## src/rtl/flash_cmd_pkg.sv

```systemverilog
package flash_cmd_pkg;

  localparam logic [7:0] CMD_ERASE_SETUP = 8'h20;
  localparam logic [7:0] CMD_CONFIRM     = 8'hD0;
  localparam logic [7:0] CMD_SUSPEND     = 8'hB0;
  localparam logic [7:0] CMD_PROG_SETUP  = 8'h40;
  localparam logic [7:0] CMD_CLEAR       = 8'h50;
  localparam logic [7:0] CMD_READ_ARRAY  = 8'hFF;

  // sticky error vector layout {erase, prog, vpp, lock}
  localparam int ERR_ERASE = 3;
  localparam int ERR_PROG  = 2;
  localparam int ERR_VPP   = 1;
  localparam int ERR_LOCK  = 0;

  typedef enum logic [2:0] {
    WS_IDLE, WS_ERASE, WS_SUSP_REQ, WS_SUSPENDED, WS_PROG
  } wsm_state_t;

  typedef enum logic [1:0] {PEND_NONE, PEND_ERASE, PEND_PROG} pend_t;

  function automatic logic [7:0] pack_status(logic ready, logic susp, logic [3:0] err);
    return {ready, susp, err[ERR_ERASE], err[ERR_PROG], err[ERR_VPP], 1'b0, err[ERR_LOCK], 1'b0};
  endfunction

  function automatic logic [7:0] program_byte(logic [7:0] old_v, logic [7:0] new_v);
    return old_v & new_v;
  endfunction

endpackage

```

## src/rtl/flash_cells.sv

```systemverilog
module flash_cells
  import flash_cmd_pkg::*;
#(
  parameter int NUM_BLOCKS  = 4,
  parameter int BLOCK_BYTES = 8,
  localparam int BLK_W  = (NUM_BLOCKS > 1) ? $clog2(NUM_BLOCKS) : 1,
  localparam int OFF_W  = (BLOCK_BYTES > 1) ? $clog2(BLOCK_BYTES) : 1,
  localparam int ADDR_W = BLK_W + OFF_W,
  localparam int TOTAL  = NUM_BLOCKS * BLOCK_BYTES
) (
  input  logic              clk,
  input  logic              rst_n,
  input  logic              erase_en,
  input  logic [BLK_W-1:0]  erase_blk,
  input  logic              prog_en,
  input  logic [ADDR_W-1:0] prog_addr,
  input  logic [7:0]        prog_data,
  input  logic [ADDR_W-1:0] rd_addr,
  output logic [7:0]        rd_q
);

  logic [7:0] mem [TOTAL];
  logic [ADDR_W-1:0] first_addr;

  assign first_addr = {erase_blk, {OFF_W{1'b0}}};
  assign rd_q = mem[rd_addr];

  always_ff @(posedge clk) begin
    if (!rst_n) begin
      for (int i = 0; i < TOTAL; i++) mem[i] <= 8'hFF;
    end else begin
      if (erase_en) begin
        for (int i = 0; i < TOTAL; i++)
          if ((i / BLOCK_BYTES) == int'(erase_blk)) mem[i] <= 8'hFF;
      end
      if (prog_en) mem[prog_addr] <= program_byte(mem[prog_addr], prog_data);
    end
  end

  // after an erase pulse the first byte of that block reads erased
  assert_erase_fills_R3: assert property (@(posedge clk) disable iff (!rst_n)
    erase_en |=> mem[$past(first_addr)] == 8'hFF);

endmodule

```

## src/rtl/flash_wsm.sv

```systemverilog
module flash_wsm
  import flash_cmd_pkg::*;
#(
  parameter int ERASE_CYCLES = 40,
  parameter int SUSPEND_LAT  = 3,
  parameter int PROG_CYCLES  = 4,
  parameter int BLK_W        = 2,
  localparam int ECNT_W = $clog2(ERASE_CYCLES + 1),
  localparam int LCNT_W = $clog2(SUSPEND_LAT + 1),
  localparam int PCNT_W = $clog2(PROG_CYCLES + 1)
) (
  input  logic             clk,
  input  logic             rst_n,
  input  logic             start_erase,
  input  logic             start_prog,
  input  logic             req_susp,
  input  logic             req_resume,
  input  logic [BLK_W-1:0] erase_blk_i,
  output wsm_state_t       state_o,
  output logic             ready_o,
  output logic             susp_o,
  output logic [BLK_W-1:0] erase_blk_o,
  output logic             erase_done_o,
  output logic             prog_done_o
);

  localparam logic [ECNT_W-1:0] E_LAST = ECNT_W'(ERASE_CYCLES - 1);
  localparam logic [LCNT_W-1:0] L_LAST = LCNT_W'(SUSPEND_LAT - 1);
  localparam logic [PCNT_W-1:0] P_LAST = PCNT_W'(PROG_CYCLES - 1);

  wsm_state_t state;
  logic [ECNT_W-1:0] ecnt;
  logic [LCNT_W-1:0] lcnt;
  logic [PCNT_W-1:0] pcnt;
  logic ret_susp;
  logic susp_enter;

  assign erase_done_o = (state == WS_ERASE || state == WS_SUSP_REQ) && ecnt == E_LAST;
  assign susp_enter   = state == WS_SUSP_REQ && !erase_done_o && lcnt == L_LAST;
  assign prog_done_o  = state == WS_PROG && pcnt == P_LAST;
  assign ready_o      = state == WS_IDLE || state == WS_SUSPENDED;
  assign susp_o       = state == WS_SUSPENDED || (state == WS_PROG && ret_susp);
  assign state_o      = state;

  always_ff @(posedge clk) begin
    if (!rst_n) begin
      state <= WS_IDLE;
      ecnt <= '0;
      lcnt <= '0;
      pcnt <= '0;
      ret_susp <= 1'b0;
      erase_blk_o <= '0;
    end else begin
      case (state)
        WS_IDLE: begin
          if (start_erase) begin
            state <= WS_ERASE;
            ecnt <= '0;
            erase_blk_o <= erase_blk_i;
          end else if (start_prog) begin
            state <= WS_PROG;
            pcnt <= '0;
            ret_susp <= 1'b0;
          end
        end
        WS_ERASE: begin
          if (erase_done_o) state <= WS_IDLE;
          else begin
            ecnt <= ecnt + 1'b1;
            if (req_susp) begin
              state <= WS_SUSP_REQ;
              lcnt <= '0;
            end
          end
        end
        WS_SUSP_REQ: begin
          if (erase_done_o) state <= WS_IDLE;
          else begin
            ecnt <= ecnt + 1'b1;
            if (susp_enter) state <= WS_SUSPENDED;
            else lcnt <= lcnt + 1'b1;
          end
        end
        WS_SUSPENDED: begin
          if (req_resume) state <= WS_ERASE;
          else if (start_prog) begin
            state <= WS_PROG;
            pcnt <= '0;
            ret_susp <= 1'b1;
          end
        end
        WS_PROG: begin
          if (prog_done_o) state <= ret_susp ? WS_SUSPENDED : WS_IDLE;
          else pcnt <= pcnt + 1'b1;
        end
        default: state <= WS_IDLE;
      endcase
    end
  end

  // resume keeps the erase count where it stopped
  assert_resume_continues_R11: assert property (@(posedge clk) disable iff (!rst_n)
    (state == WS_SUSPENDED && req_resume) |=> (state == WS_ERASE && ecnt == $past(ecnt)));

  // a finished erase never lands in the suspended state
  assert_complete_wins_R12: assert property (@(posedge clk) disable iff (!rst_n)
    erase_done_o |=> (state == WS_IDLE && !susp_o));

endmodule

```

## src/rtl/flash_cmd_ctrl.sv

```systemverilog
module flash_cmd_ctrl
  import flash_cmd_pkg::*;
#(
  parameter int NUM_BLOCKS   = 4,
  parameter int BLOCK_BYTES  = 8,
  parameter int ERASE_CYCLES = 40,
  parameter int SUSPEND_LAT  = 3,
  parameter int PROG_CYCLES  = 4,
  localparam int BLK_W  = (NUM_BLOCKS > 1) ? $clog2(NUM_BLOCKS) : 1,
  localparam int OFF_W  = (BLOCK_BYTES > 1) ? $clog2(BLOCK_BYTES) : 1,
  localparam int ADDR_W = BLK_W + OFF_W
) (
  input  logic                  clk,
  input  logic                  rst_n,
  input  logic                  wr_en,
  input  logic [ADDR_W-1:0]     wr_addr,
  input  logic [7:0]            wr_data,
  input  logic [ADDR_W-1:0]     rd_addr,
  output logic [7:0]            rd_data,
  input  logic                  vpp_ok,
  input  logic [NUM_BLOCKS-1:0] lock_in,
  output logic                  sts_pin
);

  wsm_state_t wsm_state;
  logic wsm_ready, wsm_susp, erase_done, prog_done;
  logic [BLK_W-1:0] act_blk, wr_blk;
  logic [ADDR_W-1:0] op_addr;
  logic [7:0] op_data, cell_q, status;
  logic [3:0] err_q, set_err;
  pend_t pend_q, pend_n;
  logic read_status, mode_n;
  logic accept, start_erase, start_prog, clr_fire, resume_fire, susp_fire;
  logic blk_locked;

  assign wr_blk     = wr_addr[ADDR_W-1 -: BLK_W];
  assign blk_locked = lock_in[wr_blk];
  assign accept     = wr_en && wsm_ready;

  always_comb begin
    set_err = '0;
    start_erase = 1'b0;
    start_prog = 1'b0;
    clr_fire = 1'b0;
    resume_fire = 1'b0;
    susp_fire = 1'b0;
    pend_n = pend_q;
    mode_n = read_status;
    if (wr_en && wsm_state == WS_ERASE && wr_data == CMD_SUSPEND) begin
      susp_fire = 1'b1;
      mode_n = 1'b1;
    end else if (accept) begin
      case (pend_q)
        PEND_ERASE: begin
          pend_n = PEND_NONE;
          mode_n = 1'b1;
          if (wr_data != CMD_CONFIRM) begin
            set_err[ERR_ERASE] = 1'b1;
            set_err[ERR_PROG] = 1'b1;
          end else if (!vpp_ok) begin
            set_err[ERR_ERASE] = 1'b1;
            set_err[ERR_VPP] = 1'b1;
          end else if (blk_locked) begin
            set_err[ERR_ERASE] = 1'b1;
            set_err[ERR_LOCK] = 1'b1;
          end else if (wsm_susp) set_err[ERR_ERASE] = 1'b1;
          else start_erase = 1'b1;
        end
        PEND_PROG: begin
          pend_n = PEND_NONE;
          mode_n = 1'b1;
          if (!vpp_ok) begin
            set_err[ERR_PROG] = 1'b1;
            set_err[ERR_VPP] = 1'b1;
          end else if (blk_locked) begin
            set_err[ERR_PROG] = 1'b1;
            set_err[ERR_LOCK] = 1'b1;
          end else if (wsm_susp && wr_blk == act_blk) set_err[ERR_PROG] = 1'b1;
          else start_prog = 1'b1;
        end
        default: begin
          case (wr_data)
            CMD_ERASE_SETUP: begin pend_n = PEND_ERASE; mode_n = 1'b1; end
            CMD_PROG_SETUP:  begin pend_n = PEND_PROG;  mode_n = 1'b1; end
            CMD_CLEAR:       clr_fire = 1'b1;
            CMD_READ_ARRAY:  mode_n = 1'b0;
            CMD_CONFIRM: if (wsm_state == WS_SUSPENDED) begin
              resume_fire = 1'b1;
              mode_n = 1'b1;
            end
            default: ;
          endcase
        end
      endcase
    end
  end

  always_ff @(posedge clk) begin
    if (!rst_n) begin
      err_q <= '0;
      pend_q <= PEND_NONE;
      read_status <= 1'b0;
      op_addr <= '0;
      op_data <= '0;
    end else begin
      pend_q <= pend_n;
      read_status <= mode_n;
      err_q <= clr_fire ? '0 : (err_q | set_err);
      if (start_prog) begin
        op_addr <= wr_addr;
        op_data <= wr_data;
      end
    end
  end

  flash_wsm #(
    .ERASE_CYCLES(ERASE_CYCLES), .SUSPEND_LAT(SUSPEND_LAT),
    .PROG_CYCLES(PROG_CYCLES), .BLK_W(BLK_W)
  ) u_wsm (
    .clk, .rst_n,
    .start_erase, .start_prog,
    .req_susp(susp_fire), .req_resume(resume_fire),
    .erase_blk_i(wr_blk),
    .state_o(wsm_state), .ready_o(wsm_ready), .susp_o(wsm_susp),
    .erase_blk_o(act_blk), .erase_done_o(erase_done), .prog_done_o(prog_done)
  );

  flash_cells #(.NUM_BLOCKS(NUM_BLOCKS), .BLOCK_BYTES(BLOCK_BYTES)) u_cells (
    .clk, .rst_n,
    .erase_en(erase_done), .erase_blk(act_blk),
    .prog_en(prog_done), .prog_addr(op_addr), .prog_data(op_data),
    .rd_addr, .rd_q(cell_q)
  );

  assign status  = pack_status(wsm_ready, wsm_susp, err_q);
  assign sts_pin = status[7];
  assign rd_data = read_status ? status : cell_q;

  // error flags never drop without an accepted clear
  assert_sticky_R7: assert property (@(posedge clk) disable iff (!rst_n)
    !$past(clr_fire) |-> ((err_q & $past(err_q)) == $past(err_q)));

  // writes during a running operation leave the flags alone
  assert_busy_clear_ignored_R7: assert property (@(posedge clk) disable iff (!rst_n)
    (wr_en && !wsm_ready) |=> err_q == $past(err_q));

endmodule

```

## config.mk

```make
export PLATFORM = sky130hd
export DESIGN_NAME = flash_cmd_ctrl
export DESIGN_NICKNAME = d
export VERILOG_FILES = /design/src/rtl/flash_cmd_pkg.sv /design/src/rtl/flash_cells.sv /design/src/rtl/flash_wsm.sv /design/src/rtl/flash_cmd_ctrl.sv
export SDC_FILE = /design/constraint.sdc
export NUM_CORES = 1
export LEC_CHECK = 0
export BUFFER_PORTS_ARGS = -buffer_cell sky130_fd_sc_hd__buf_4
export CAP_MARGIN = 5
export CORE_ASPECT_RATIO = 0.75
export CORE_MARGIN = 2
export CORE_UTILIZATION = 32
export DETAILED_ROUTE_END_ITERATION = 8
export GPL_TIMING_DRIVEN = 0
export PLACE_DENSITY = 0.5
export SLEW_MARGIN = 20
export SYNTH_ARGS = -nofsm -noshare
export SYNTH_HDL_FRONTEND = slang
export SYNTH_SLANG_ARGS = --single-unit
```

## constraint.sdc

```tcl
create_clock -name clk -period 8.45 [get_ports clk]
set_clock_uncertainty 0.05 [all_clocks]
set_input_delay 0.4225 -clock clk [delete_from_list [all_inputs] [get_ports clk]]
set_output_delay 0.4225 -clock clk [all_outputs]
set_load 0.01 [all_outputs]
```

### After elaboration in Yosys (flattened, before gate mapping)

Memory sizes are Yosys's and may differ from the RTL's. A register that Yosys moved wholly into a read port is not among the register bits.
Index checks and enable logic that the tools add are counted.

* word-level logic and storage cells: 256
* register bits after elaboration: 37
* output and inout port bits: 9
* bits in writable memories: 256
* memories kept: 1

* order comparisons: 1
* multiplexer cells: 134
* reductions and logical operators: 35
* add/subtract/negate cells: 3
* bitwise gates (word level): 36
* equality and inequality tests: 35

Memory list
* u_cells.mem: words 32, bits a word 8, rd ports 2, clocked after Yosys merged registers in 1, wr ports 32, line flash_cells.sv:22 `logic [7:0] mem [TOTAL];`

Operator list (count)
* $mux 8: 34
* $mux 1: 65
* $mux 3: 12
* $or 1x1->1: 32
* $eq 8x8->1 const B: 3
* $ne 2x2->1 const B: 12
* $eq 8x7->1 const B: 2
* $mux 5: 3
* $pmux 3 s5: 1
* $mux 2: 7
* $mux 6: 2
* $pmux 6 s2: 1
* $reduce_and 3->1: 4
* $reduce_and 5->1: 2
* $eq 3x2->1 const B: 3
* $logic_and 1x1->1: 9
* $pmux 3 s3: 1
* $and 8x8->8: 1
* $eq 8x6->1 const B: 1
* $mux 4: 2
* $ne 8x8->1 const B: 1
* $pmux 2 s2: 2
* $reduce_bool 2->1: 4
* $reduce_or 2->1: 4
* 30 further kinds: 36

### Logic depth before layout (Yosys ltp)

Gate-level depths: netlist of the first run.

* depth after elaboration: 13
* gate-level depth with buffers: 9
* mapped depth without buffers: 7

### Hierarchy

Synthesis of the first run repeated with hierarchy kept, for this count alone.

* cells, all modules: 1353
* area, all modules: 16165.5 µm²

Modules (own cells, without submodules)
* flash_cells: instances 1, area each 13857.0 µm², cells each 1078, sequential area each 7687.4 µm²
* flash_cmd_ctrl: instances 1, area each 1266.2 µm², cells each 146, sequential area each 400.4 µm²
* flash_wsm: instances 1, area each 1042.2 µm², cells each 129, sequential area each 340.3 µm²

### Least setup slack after synthesis of the first run

OpenSTA, ideal clock, no wires.

* kind: register -> register
* from: register u_wsm.pcnt[0]
* to: memory u_cells.mem[20][0] (enable)
* required time: 8.016 ns
* cell stages (with the launch flop): 8
* buffers on the path: 2
* path slack: 5.756 ns
* arrival: 2.260 ns
* path through: dfxtp_1 ha_1 ha_1 nand4b_1 or4_1 clkbuf_1 clkbuf_1 o21ai_0

RTL lines
* start: declaration: line flash_wsm.sv:34 `logic [PCNT_W-1:0] pcnt;`
* start signal: assignment: line flash_wsm.sv:94 `else pcnt <= pcnt + 1'b1;`
* end: declaration: line flash_cells.sv:22

==> results.txt, run 1 <==
----------------------------------------------------
[Synthesis]
  Post-synth cell types ... 67
  Number of synthesized flops with an enable pin ... 256
  Yosys warnings ... 0
  Sequential cell area fraction in the yosys report ... 0.5513
  Most used flip-flop cell after synthesis ... sky130_fd_sc_hd__edfxtp_1
  Proportion of synthesized flip-flops having asynchronous set or reset ... 0
  Synth Cell Area ... 15470 um2
  Area share of the largest cell type after synthesis ... 0.4970
  Area leader, netlist ... sky130_fd_sc_hd__edfxtp_1
  Top cells by area in the synthesized netlist ... sky130_fd_sc_hd__edfxtp_1, sky130_fd_sc_hd__mux4_2, sky130_fd_sc_hd__nand2_1, sky130_fd_sc_hd__dfxtp_1, sky130_fd_sc_hd__mux2i_1
  Mean cell area of the mapped netlist ... 13.35 um2
  Mapped Cells ... 1159
  Net count after synthesis ... 1191
  Flip-flop and latch count after synthesis ... 298

[STA]
  Slew headroom ... 0.3159
  Fmax ... 261.3 MHz
  Post-route setup TNS ... 0 ps
  Hold Vio Cnt, Final ... 0
  Max Slew Vio Count ... 0
  Time the worst path needs with I/O delays and setup ... 3827 ps
  Setup repair after global routing missed its margin ... no
  Transition time of the tightest slew-check pin ... 1026 ps
  Endpoints failing setup ... 0
  Fin crit share ... 0.4529

[Clocking]
  Hold buffer count at cts ... 0
  Clock-pin slew on the worst setup and hold paths ... 60 ps
  Number of clock sinks ... 298
  Skew-Pair Late Insertion Delay ... 530 ps
  Number of buffers created by CTS ... 34
  Number of gates resized after CTS ... 0
  Master cell of the clock root buffer ... sky130_fd_sc_hd__clkbuf_16
  CTS tree ... built
  Depth of the CTS H-tree ... 2
  CTS Buffer Depth ... 3
  Number of buffers added for setup after CTS ... 0

[Drt]
  Drt drc ... 0
  Number of vias per cell ... 5.940
  Antenna viol nets, final ... 0
  Violation count after the first detailed-route iteration ... 1511
  DR vias ... 11230
  Total iterations of the first detailed-routing run ... 5
  Wire per inst ... 30.04 um
  Total routed wirelength ... 56.77 mm

[Placement]
  Detailed placer's ending HPWL ... 42.20 mm
  IO buf count ... 30
  Last weighted congestion value of the routability-driven placer ... 0.9942

[Floorplan]
  Number of top-level pins ... 35
  Number of rows in the core area ... 69
  Die extent in y ... 194.4 um
  Overall die area ... 50130 um2
  Initial Utilization ... 0.3252
  Floorplan Core Area ... 47570 um2
  Die width ... 257.9 um

[Final layout]
  Diode count ... 0
  Final nets ... 1258
  Fillers ... 4618
  Area added between synthesis and finish ... 13.56%
  Sequential Area ... 8528 um2
  Util after Layout ... 0.3693
  Proportion of layout cells with a drive suffix above 1 ... 0.2310
  Area used by multi-input combinational logic ... 6432 um2

[GRT]
  Vias in the first global route ... 10420
  All-Layer GR Usage ... 0.2256
  Pin count of the biggest net entering global routing ... 14
  Number of antenna violations at the first check in global routing ... 2
  Wire length of the first global-routing pass ... 79.42 mm
  Gr ovfl total ... 0

[Critical path]
  Crit path DAT ... 4010 ps
  Worst setup path class ... reg -> reg
  Data required, critical path ... 8640 ps
  Worst setup EP type ... flop
  Biggest fanout along the worst timing path ... 10
  CP Launch Type ... flop
  Cells on worst reg2reg path ... 8

[Flow run]
  Maximum Capacitance Violations ... 0

[Min path]
  Worst hold path depth ... 3
  Type of the most critical hold path ... in -> reg

[Power]
  Pwr/cell area ... 190.4 nW/um2
  VDD IR max ... 0.09191 mV
  Leakage ... 4.203 nW

[Status]
  Status ... finished clean

----------------------------------------------------
## cells in the final DEF (no fill, tap or decap), types with 7 or more instances in the layout
| cell | n |
|---|---|
| sky130_fd_sc_hd__nor2b_1 | 7 |
| sky130_fd_sc_hd__dfxtp_1 | 42 |
| sky130_fd_sc_hd__o21ai_1 | 40 |
| sky130_fd_sc_hd__or4_1 | 11 |
| sky130_fd_sc_hd__nand3_1 | 15 |
| sky130_fd_sc_hd__nor2_1 | 55 |
| sky130_fd_sc_hd__mux4_2 | 132 |
| sky130_fd_sc_hd__clkinv_1 | 9 |
| sky130_fd_sc_hd__or3_1 | 8 |
| sky130_fd_sc_hd__buf_2 | 31 |
| sky130_fd_sc_hd__nand2_1 | 285 |
| sky130_fd_sc_hd__buf_4 | 44 |
| sky130_fd_sc_hd__buf_6 | 7 |
| sky130_fd_sc_hd__clkbuf_1 | 36 |
| sky130_fd_sc_hd__clkbuf_16 | 37 |
| sky130_fd_sc_hd__o22ai_1 | 33 |
| sky130_fd_sc_hd__edfxtp_1 | 256 |
| sky130_fd_sc_hd__mux2_2 | 8 |
| sky130_fd_sc_hd__a21oi_1 | 17 |
| sky130_fd_sc_hd__buf_1 | 7 |
| sky130_fd_sc_hd__mux2i_1 | 31 |
| sky130_fd_sc_hd__nand3b_1 | 12 |
| sky130_fd_sc_hd__inv_1 | 10 |
## cell families (layout without fill, tap and decap cells)
kind of cell    after synthesis  in the layout  share of synthesized area
fa+ha+maj                     6              6                   0.004853
mux                         172            172                     0.2190
compound gates              143            143                    0.06155
simple gates                437            437                     0.1276
flops                       298            298                     0.5513
buf+inv                      98            190                    0.03284
xor+xnor                      5              5                   0.002831
## power breakdown
part	internal, mW	leakage [nW]	switching (mW)
Clock	0.835	0.515	0.611
Sequential	1.60	2.07	0.0118
Combinational	0.101	1.62	0.185
## stage by stage
step	setup WS, ps	total power [mW]	cell area [um2]	hold WS, ps	std cells
floorplan	5756	1.813	15470	382.1	1159
global placement	4392	1.926	16490	396.8	1828
detailed placement	4724	1.926	16500	397.5	1829
CTS	4723	3.357	17570	113.8	1890
global route	4604	3.439	17570	125.3	1890
finish	4623	3.345	17570	120.2	1890
## worst max-delay path, stage by stage (launching register included)
cell                       delay, ps
sky130_fd_sc_hd__dfxtp_1         300
sky130_fd_sc_hd__clkbuf_1        300
sky130_fd_sc_hd__buf_2           460
sky130_fd_sc_hd__buf_2           500
sky130_fd_sc_hd__mux2i_1         660
sky130_fd_sc_hd__nand2_1         140
sky130_fd_sc_hd__nand3_1         500
sky130_fd_sc_hd__buf_2           480
sky130_fd_sc_hd__nand2_1         110
## area by class of cell
cell class,count,area share
buffer,87,0.02664
timing repair buffer,31,0.01325
tap,639,0.04551
sequential,298,0.4855
inverter,11,0.002350
clock buffer,46,0.05520
clock inverter,15,0.005413
multi-input combinational,763,0.3662
## sequential cells by signal (all words and copies together) (netlist names), 3 cells and up, named ones only
signal / count
err_q: 4
op_addr: 5
op_data: 8
u_cells.mem: 256
u_wsm.ecnt: 6
u_wsm.pcnt: 3
u_wsm.state_o: 3
## Yosys cell counts (all sizes together), types with 12 or more instances
cell type  count
a21oi         17
buf           58
clkbuf        29
dfxtp         42
edfxtp       256
mux2i         31
mux4         132
nand2        285
nand3         15
nand3b        12
nor2          58
o21ai         46
o22ai         34
## path summary, 6_finish.rpt
kind / startpoint / slack, ps / end
setup reg to reg: flop / 4620 / u_cells.mem[22][4]
hold / removal: wr_data[0] / 120 / op_data[0]
setup / recovery: flop / 4620 / u_cells.mem[22][4]
hold reg to reg: u_wsm.pcnt[1] / 400 / u_wsm.pcnt[1]
## routing by layer
| layer | track usage | part of all wire | up-vias |
|---|---|---|---|
| li1 | - | - | 4628 |
| met1 | 0.3465 | 0.45 | 5899 |
| met2 | 0.3038 | 0.41 | 624 |
| met3 | 0.07694 | 0.12 | 72 |
| met4 | 0.04796 | 0.018 | 4 |
| met5 | 0 | 0.0011 | - |
No activity file was read; power rests on OpenSTA's default activity.
==> run 2: changes to the inputs <==
Clock period 8.45 ns to 3.6 ns, I/O delays scaled along.
==> run 2 against run 1 <==
  * The run now ends with design-rule violations, negative setup slack left
  * Critical endpoint is now u_cells.mem[9][4]
  * Fmax rose by 3.5%
  * Sequential power increased by 140%
  * Sequential share of layout area fell by 0.70 points
  * Critical path depth is 1 lower
  * Cell area is 1.5% higher
  * Largest cell class unchanged
==> results.txt, run 2 (same netlist as run 1, synthesis figures left out) <==
----------------------------------------------------
[Status]
  Violations in the final reports ... design-rule violations, negative setup slack
  Status ... finished with violations

[Final layout]
  Final nets ... 1271
  Area added between synthesis and finish ... 15.21%
  Layout Cells excl Fill ... 1903
  Diode count ... 0
  Largest registers ... u_cells.mem x256, op_data x8, u_wsm.ecnt x6
  Fillers ... 4605
  Proportion of layout cells with a drive suffix above 1 ... 0.2547
  Commonest non-fill, non-tap cells in the layout ... sky130_fd_sc_hd__nand2_1, sky130_fd_sc_hd__edfxtp_1, sky130_fd_sc_hd__mux4_2
  Flip-flop count of the largest register after layout ... 256
  Largest reg by FF count ... u_cells.mem
  Commonest non-fill, non-tap cell in the layout ... sky130_fd_sc_hd__nand2_1

[Critical path]
  Worst setup EP type ... flop
  CP dominant cell by count ... sky130_fd_sc_hd__ha_1
  CP Launch Type ... flop
  Capture point of the worst reg-to-reg path ... u_cells.mem[9][4]
  Delay contributed by the slowest stage of the critical path ... 890 ps
  Cells on worst reg2reg path ... 7
  Worst setup path class ... reg -> reg
  Register-to-register setup slack ... -100 ps
  Slowest cell on the critical path ... sky130_fd_sc_hd__o21ai_1
  Crit path DAT ... 3800 ps
  Ordered cell list for the critical path ... ha_1, ha_1, nand4b_1, nor2_1, nand3b_1, clkbuf_1, o21ai_1
  Data required, critical path ... 3700 ps
  Critical register-to-register path startpoint ... u_wsm.pcnt[0]
  Biggest fanout along the worst timing path ... 10

[Min path]
  Worst min-delay path startpoint ... wr_en
  Type of the most critical hold path ... in -> reg
  Terminating pin of the worst hold path ... u_wsm.ret_susp
  Worst hold path depth ... 4

[Flow run]
  Maximum Capacitance Violations ... 0

[STA]
  Worst setup margin ... -97.01 ps
  Smallest hold slack ... 112.2 ps
  Fin crit share ... 1.027
  Endpoints failing setup ... 39
  Slew headroom ... 0.1512
  Max Slew Vio Count ... 0
  Transition time of the tightest slew-check pin ... 1273 ps
  Hold Vio Cnt, Final ... 0
  Time the worst path needs with I/O delays and setup ... 3697 ps
  Fmax ... 270.5 MHz
  Setup repair after global routing missed its margin ... yes

[Clocking]
  Number of clock sinks ... 298
  Clock-pin slew on the worst setup and hold paths ... 60 ps
  CTS Buffer Depth ... 3
  Skew-Pair Late Insertion Delay ... 530 ps
  Number of buffers added for setup after CTS ... 0
  Number of buffers created by CTS ... 34
  Master cell of the clock root buffer ... sky130_fd_sc_hd__clkbuf_16
  Depth of the CTS H-tree ... 2
  CTS tree ... built

[Floorplan]
  Initial Utilization ... 0.3252
  Floorplan Core Area ... 47570 um2
  Overall die area ... 50130 um2
  Number of top-level pins ... 35
  Die width ... 257.9 um
  Number of rows in the core area ... 69
  Die extent in y ... 194.4 um

[Power]
  Post-layout total power ... 7.866 mW
  Leakage ... 4.299 nW
  Pwr/cell area ... 441.3 nW/um2
  VDD IR max ... 0.2178 mV

[Drt]
  Violation count after the first detailed-route iteration ... 1495
  Total iterations of the first detailed-routing run ... 9
  Total routed wirelength ... 56.80 mm
  Drt drc ... 1
  Wire per inst ... 29.85 um
  Number of vias per cell ... 5.899
  DR vias ... 11230
  Antenna viol nets, final ... 0

[Placement]
  Detailed placer's ending HPWL ... 42.20 mm
  Last weighted congestion value of the routability-driven placer ... 0.9942
  IO buf count ... 30
  Placed insts ... 1829

[GRT]
  Pin count of the biggest net entering global routing ... 14
  Wire length of the first global-routing pass ... 79.79 mm
  Vias in the first global route ... 10480
  Number of antenna violations at the first check in global routing ... 2
  All-Layer GR Usage ... 0.2264
  Gr ovfl total ... 0

----------------------------------------------------
-- run 2: cell count changes in the layout (fill, tap and decap cells not counted) --
| cell | previous run | this run |
|---|---|---|
| sky130_fd_sc_hd__buf_1 | 7 | 6 |
| sky130_fd_sc_hd__buf_2 | 31 | 30 |
| sky130_fd_sc_hd__clkbuf_1 | 36 | 35 |
| sky130_fd_sc_hd__clkbuf_2 | 1 | 2 |
| sky130_fd_sc_hd__clkbuf_4 | 0 | 1 |
| sky130_fd_sc_hd__dlygate4sd3_1 | 0 | 14 |
| sky130_fd_sc_hd__mux2i_1 | 31 | 30 |
| sky130_fd_sc_hd__mux2i_2 | 0 | 1 |
| sky130_fd_sc_hd__nor2_1 | 55 | 51 |
| sky130_fd_sc_hd__nor2_2 | 3 | 7 |
| sky130_fd_sc_hd__o21ai_1 | 40 | 13 |
| sky130_fd_sc_hd__o21ai_2 | 0 | 27 |
-- run 2: worst max path at each step --
stage                  start            endpoint  slack (ps)
2_1_floorplan  u_wsm.pcnt[0]  u_cells.mem[20][0]         910
3_3_place_gp   u_wsm.pcnt[0]  u_cells.mem[20][2]        -460
3_5_place_dp   u_wsm.pcnt[0]   u_cells.mem[9][7]         -20
4_1_cts        u_wsm.pcnt[0]  u_cells.mem[11][4]          -6
5_1_grt        u_wsm.pcnt[0]   u_cells.mem[9][4]        -230
6_report       u_wsm.pcnt[0]   u_cells.mem[9][4]        -100
-- run 2: what timing repair did --
item	4_1_cts	5_1_grt
endpoints found under the setup margin	19	344
hold buffers	14	0
gates resized for setup	2	33
endpoints found under the hold margin	23	0
pin swaps	0	0
-- run 2: cell type report --
class	instances	area, um2	area share
flip-flops and latches	298	8528	0.4785
clock buffers	46	969.7	0.05441
inverters	11	41.29	0.002317
multi-input cells	763	6548	0.3674
clock inverters	15	95.09	0.005336
plain buffers	86	467.9	0.02626
repair buffers	45	372.9	0.02092
well taps	639	799.5	0.04486
-- run 2: metrics by stage --
| step | setup slack (ps) | setup TNS [ps] | util | instance area [um2] |
|---|---|---|---|---|
| 5_1_grt | -233.0 | -10630 | 0.3747 | 17820 |
| 4_1_cts | -6.009 | -28.19 | 0.3724 | 17710 |
| 2_1_floorplan | 905.8 | 0 | - | 15470 |
| 3_3_place_gp | -457.5 | -15850 | 0.3467 | 16490 |
| 3_5_place_dp | -15.24 | -129.7 | 0.3469 | 16500 |
| 6_report | -97.01 | -2033 | 0.3747 | 17820 |
-- run 2: power breakdown --
part	switching (mW)	total, mW	leakage [nW]	internal (mW)
clock network	1.43	3.39	0.515	1.96
logic	0.442	0.691	1.71	0.249
registers	0.0273	3.79	2.07	3.76
-- run 2: worst max-delay path: cells and delay by family, from the launching register on --
kind / cells / cell delay (ps)
AO/OA/AOI/OAI: 1 / 890
adder cells (fa/ha/maj): 2 / 420
AND/OR/NAND/NOR: 3 / 970
flip-flops: 1 / 370
buffers and inverters: 1 / 610
-- run 2: per-layer routing --
metal / track usage / share of wire / vias to the layer above
li1: - / - / 4652
met1: 0.3470 / 0.45 / 5881
met2: 0.3063 / 0.41 / 604
met3: 0.07681 / 0.12 / 85
met4: 0.04796 / 0.022 / 4
met5: 0 / 0.0011 / -
==> run 3: changes to the inputs <==
Settings changed: TNS_END_PERCENT set to 1.
==> run 3 against run 2 <==
  * The run ends with negative setup slack left
  * Critical path depth increased by 1
  * Worst hold slack got worse by 10 ps
  * Wire length is 0.22% higher
  * Global-route usage stayed put
  * Sequential power about the same
  * Clock power hardly changed
  * Critical path type unchanged
  * Critical endpoint is now u_cells.mem[16][5]
==> results.txt, run 3 (same netlist as run 1, synthesis figures left out) <==
----------------------------------------------------
[STA]
  Transition time of the tightest slew-check pin ... 1275 ps
  Max Slew Vio Count ... 0
  Setup repair after global routing missed its margin ... yes
  Slew headroom ... 0.1502
  Fin crit share ... 1.055
  Worst setup margin ... -198.9 ps
  Time the worst path needs with I/O delays and setup ... 3799 ps
  Hold Vio Cnt, Final ... 0
  Fmax ... 263.2 MHz
  Endpoints failing setup ... 69

[Final layout]
  Area added between synthesis and finish ... 15.21%
  Largest reg by FF count ... u_cells.mem
  Fillers ... 4603
  Commonest non-fill, non-tap cells in the layout ... sky130_fd_sc_hd__nand2_1, sky130_fd_sc_hd__edfxtp_1, sky130_fd_sc_hd__mux4_2
  Proportion of layout cells with a drive suffix above 1 ... 0.2538
  Final nets ... 1272
  Diode count ... 0
  Flip-flop count of the largest register after layout ... 256
  Commonest non-fill, non-tap cell in the layout ... sky130_fd_sc_hd__nand2_1
  Layout Cells excl Fill ... 1904
  Largest registers ... u_cells.mem x256, op_data x8, u_wsm.ecnt x6
  Sequential Area ... 8528 um2
  Util after Layout ... 0.3747
  Area used by multi-input combinational logic ... 6544 um2

[Placement]
  Detailed placer's ending HPWL ... 42.20 mm
  Pre-CTS setup slack ... -15.24 ps
  Placed insts ... 1829
  IO buf count ... 30
  Last weighted congestion value of the routability-driven placer ... 0.9942

[GRT]
  Gr ovfl total ... 0
  Pin count of the biggest net entering global routing ... 14
  Wire length of the first global-routing pass ... 79.79 mm
  All-Layer GR Usage ... 0.2264
  Vias in the first global route ... 10480
  Number of antenna violations at the first check in global routing ... 2

[Power]
  Clock network fraction of design power ... 0.431
  Seq pwr share ... 0.481
  Sw frac ... 0.2415
  Net Sw Power ... 1.900 mW
  VDD IR max ... 0.2192 mV
  Leakage ... 4.298 nW
  Internal cell power ... 5.968 mW
  Pwr/cell area ... 441.5 nW/um2
  Proportion of power drawn by combinational gates ... 0.088

[Floorplan]
  Die extent in y ... 194.4 um
  Overall die area ... 50130 um2
  Number of top-level pins ... 35
  Number of rows in the core area ... 69
  Initial Utilization ... 0.3252
  Die width ... 257.9 um
  Floorplan Core Area ... 47570 um2

[Critical path]
  Crit path DAT ... 3990 ps
  Worst setup EP type ... flop
  Worst setup path class ... reg -> reg
  CP Launch Type ... flop
  Delay contributed by the slowest stage of the critical path ... 680 ps
  Biggest fanout along the worst timing path ... 10
  Ordered cell list for the critical path ... buf_2, clkbuf_1, mux4_2, mux2i_1, nand2_1, nand3_1, buf_2, nand2_1
  Data required, critical path ... 3790 ps
  Slowest cell on the critical path ... sky130_fd_sc_hd__clkbuf_1

[Clocking]
  Number of buffers created by CTS ... 34
  Skew-Pair Late Insertion Delay ... 530 ps
  CTS tree ... built
  Master cell of the clock root buffer ... sky130_fd_sc_hd__clkbuf_16
  Number of clock sinks ... 298
  Clock-pin slew on the worst setup and hold paths ... 60 ps
  CTS Buffer Depth ... 3
  Depth of the CTS H-tree ... 2

[Min path]
  Type of the most critical hold path ... in -> reg

[Drt]
  Number of vias per cell ... 5.927
  Antenna viol nets, final ... 0
  Drt drc ... 0
  Total iterations of the first detailed-routing run ... 5
  DR vias ... 11290
  Violation count after the first detailed-route iteration ... 1514
  Wire per inst ... 29.90 um
  Total routed wirelength ... 56.93 mm

[Status]
  Status ... finished with violations
  Violations in the final reports ... negative setup slack

[Flow run]
  Maximum Capacitance Violations ... 0

----------------------------------------------------
-- run 3: cell count changes in the layout (fill, tap and decap cells not counted), sizes merged --
cell	delta
clkbuf	+1
-- run 3: power by group through the flow --
stage | combinational (mW) | clock (mW) | sequential [mW]
6_report | 0.690 | 3.39 | 3.79
2_1_floorplan | 0.404 | 0 | 3.85
3_3_place_gp | 0.660 | 0 | 3.86
4_1_cts | 0.675 | 3.43 | 3.79
5_1_grt | 0.737 | 3.57 | 3.79
3_5_place_dp | 0.660 | 0 | 3.86
-- run 3: metal layers --
metal / vias up / routed length, um / track usage
li1: 4666 / - / -
met1: 5964 / 26000 / 0.3470
met2: 584 / 23230 / 0.3063
met3: 69 / 6554 / 0.07681
met4: 2 / 1133 / 0.04796
met5: - / 13 / 0
-- run 3: final cells by class --
type                       count  area share
clock buffer                  46     0.05441
inverter                      11    0.002317
buffer                        87     0.02647
clock inverter                15    0.005336
sequential                   298      0.4785
tap                          639     0.04486
multi-input combinational    763      0.3672
timing repair buffer          45     0.02092
-- run 3: worst paths after layout --
kind | from | to | slack [ps] | depth (start not counted)
max | flop | u_cells.mem[16][5] | -200 | 8
min | wr_en | u_wsm.ret_susp | 100 | 4
max reg2reg | flop | u_cells.mem[16][5] | -200 | 8
min reg2reg | u_wsm.pcnt[1] | u_wsm.pcnt[1] | 400 | 2
-- run 3: repair_timing --
item | in CTS | in global routing
gates resized for setup | 2 | 32
hold buffers | 14 | 0
cloned | 0 | 0
pin swaps | 0 | 0
hold endpoints to repair | 23 | 0
setup endpoints to repair | 19 | 344
buffers inserted | 0 | 0
-- run 3: worst max-delay path: cells and delay by family (launching register included) --
kind | cells | cell delay, ps
flip-flops | 1 | 440
AND/OR/NAND/NOR | 3 | 670
buffers and inverters | 3 | 1460
multiplexers | 2 | 860
-- run 3: through the flow --
stage / instance area [um2] / setup TNS, ps / hold WS, ps / power, mW
floorplan: 15470 / 0 / 266.0 / 4.256
global placement: 16490 / -15850 / 396.8 / 4.521
detailed placement: 16500 / -129.7 / 397.5 / 4.520
CTS: 17710 / -28.19 / 74.39 / 7.892
global route: 17820 / -14680 / 152.4 / 8.092
finish: 17820 / -5576 / 102.1 / 7.868
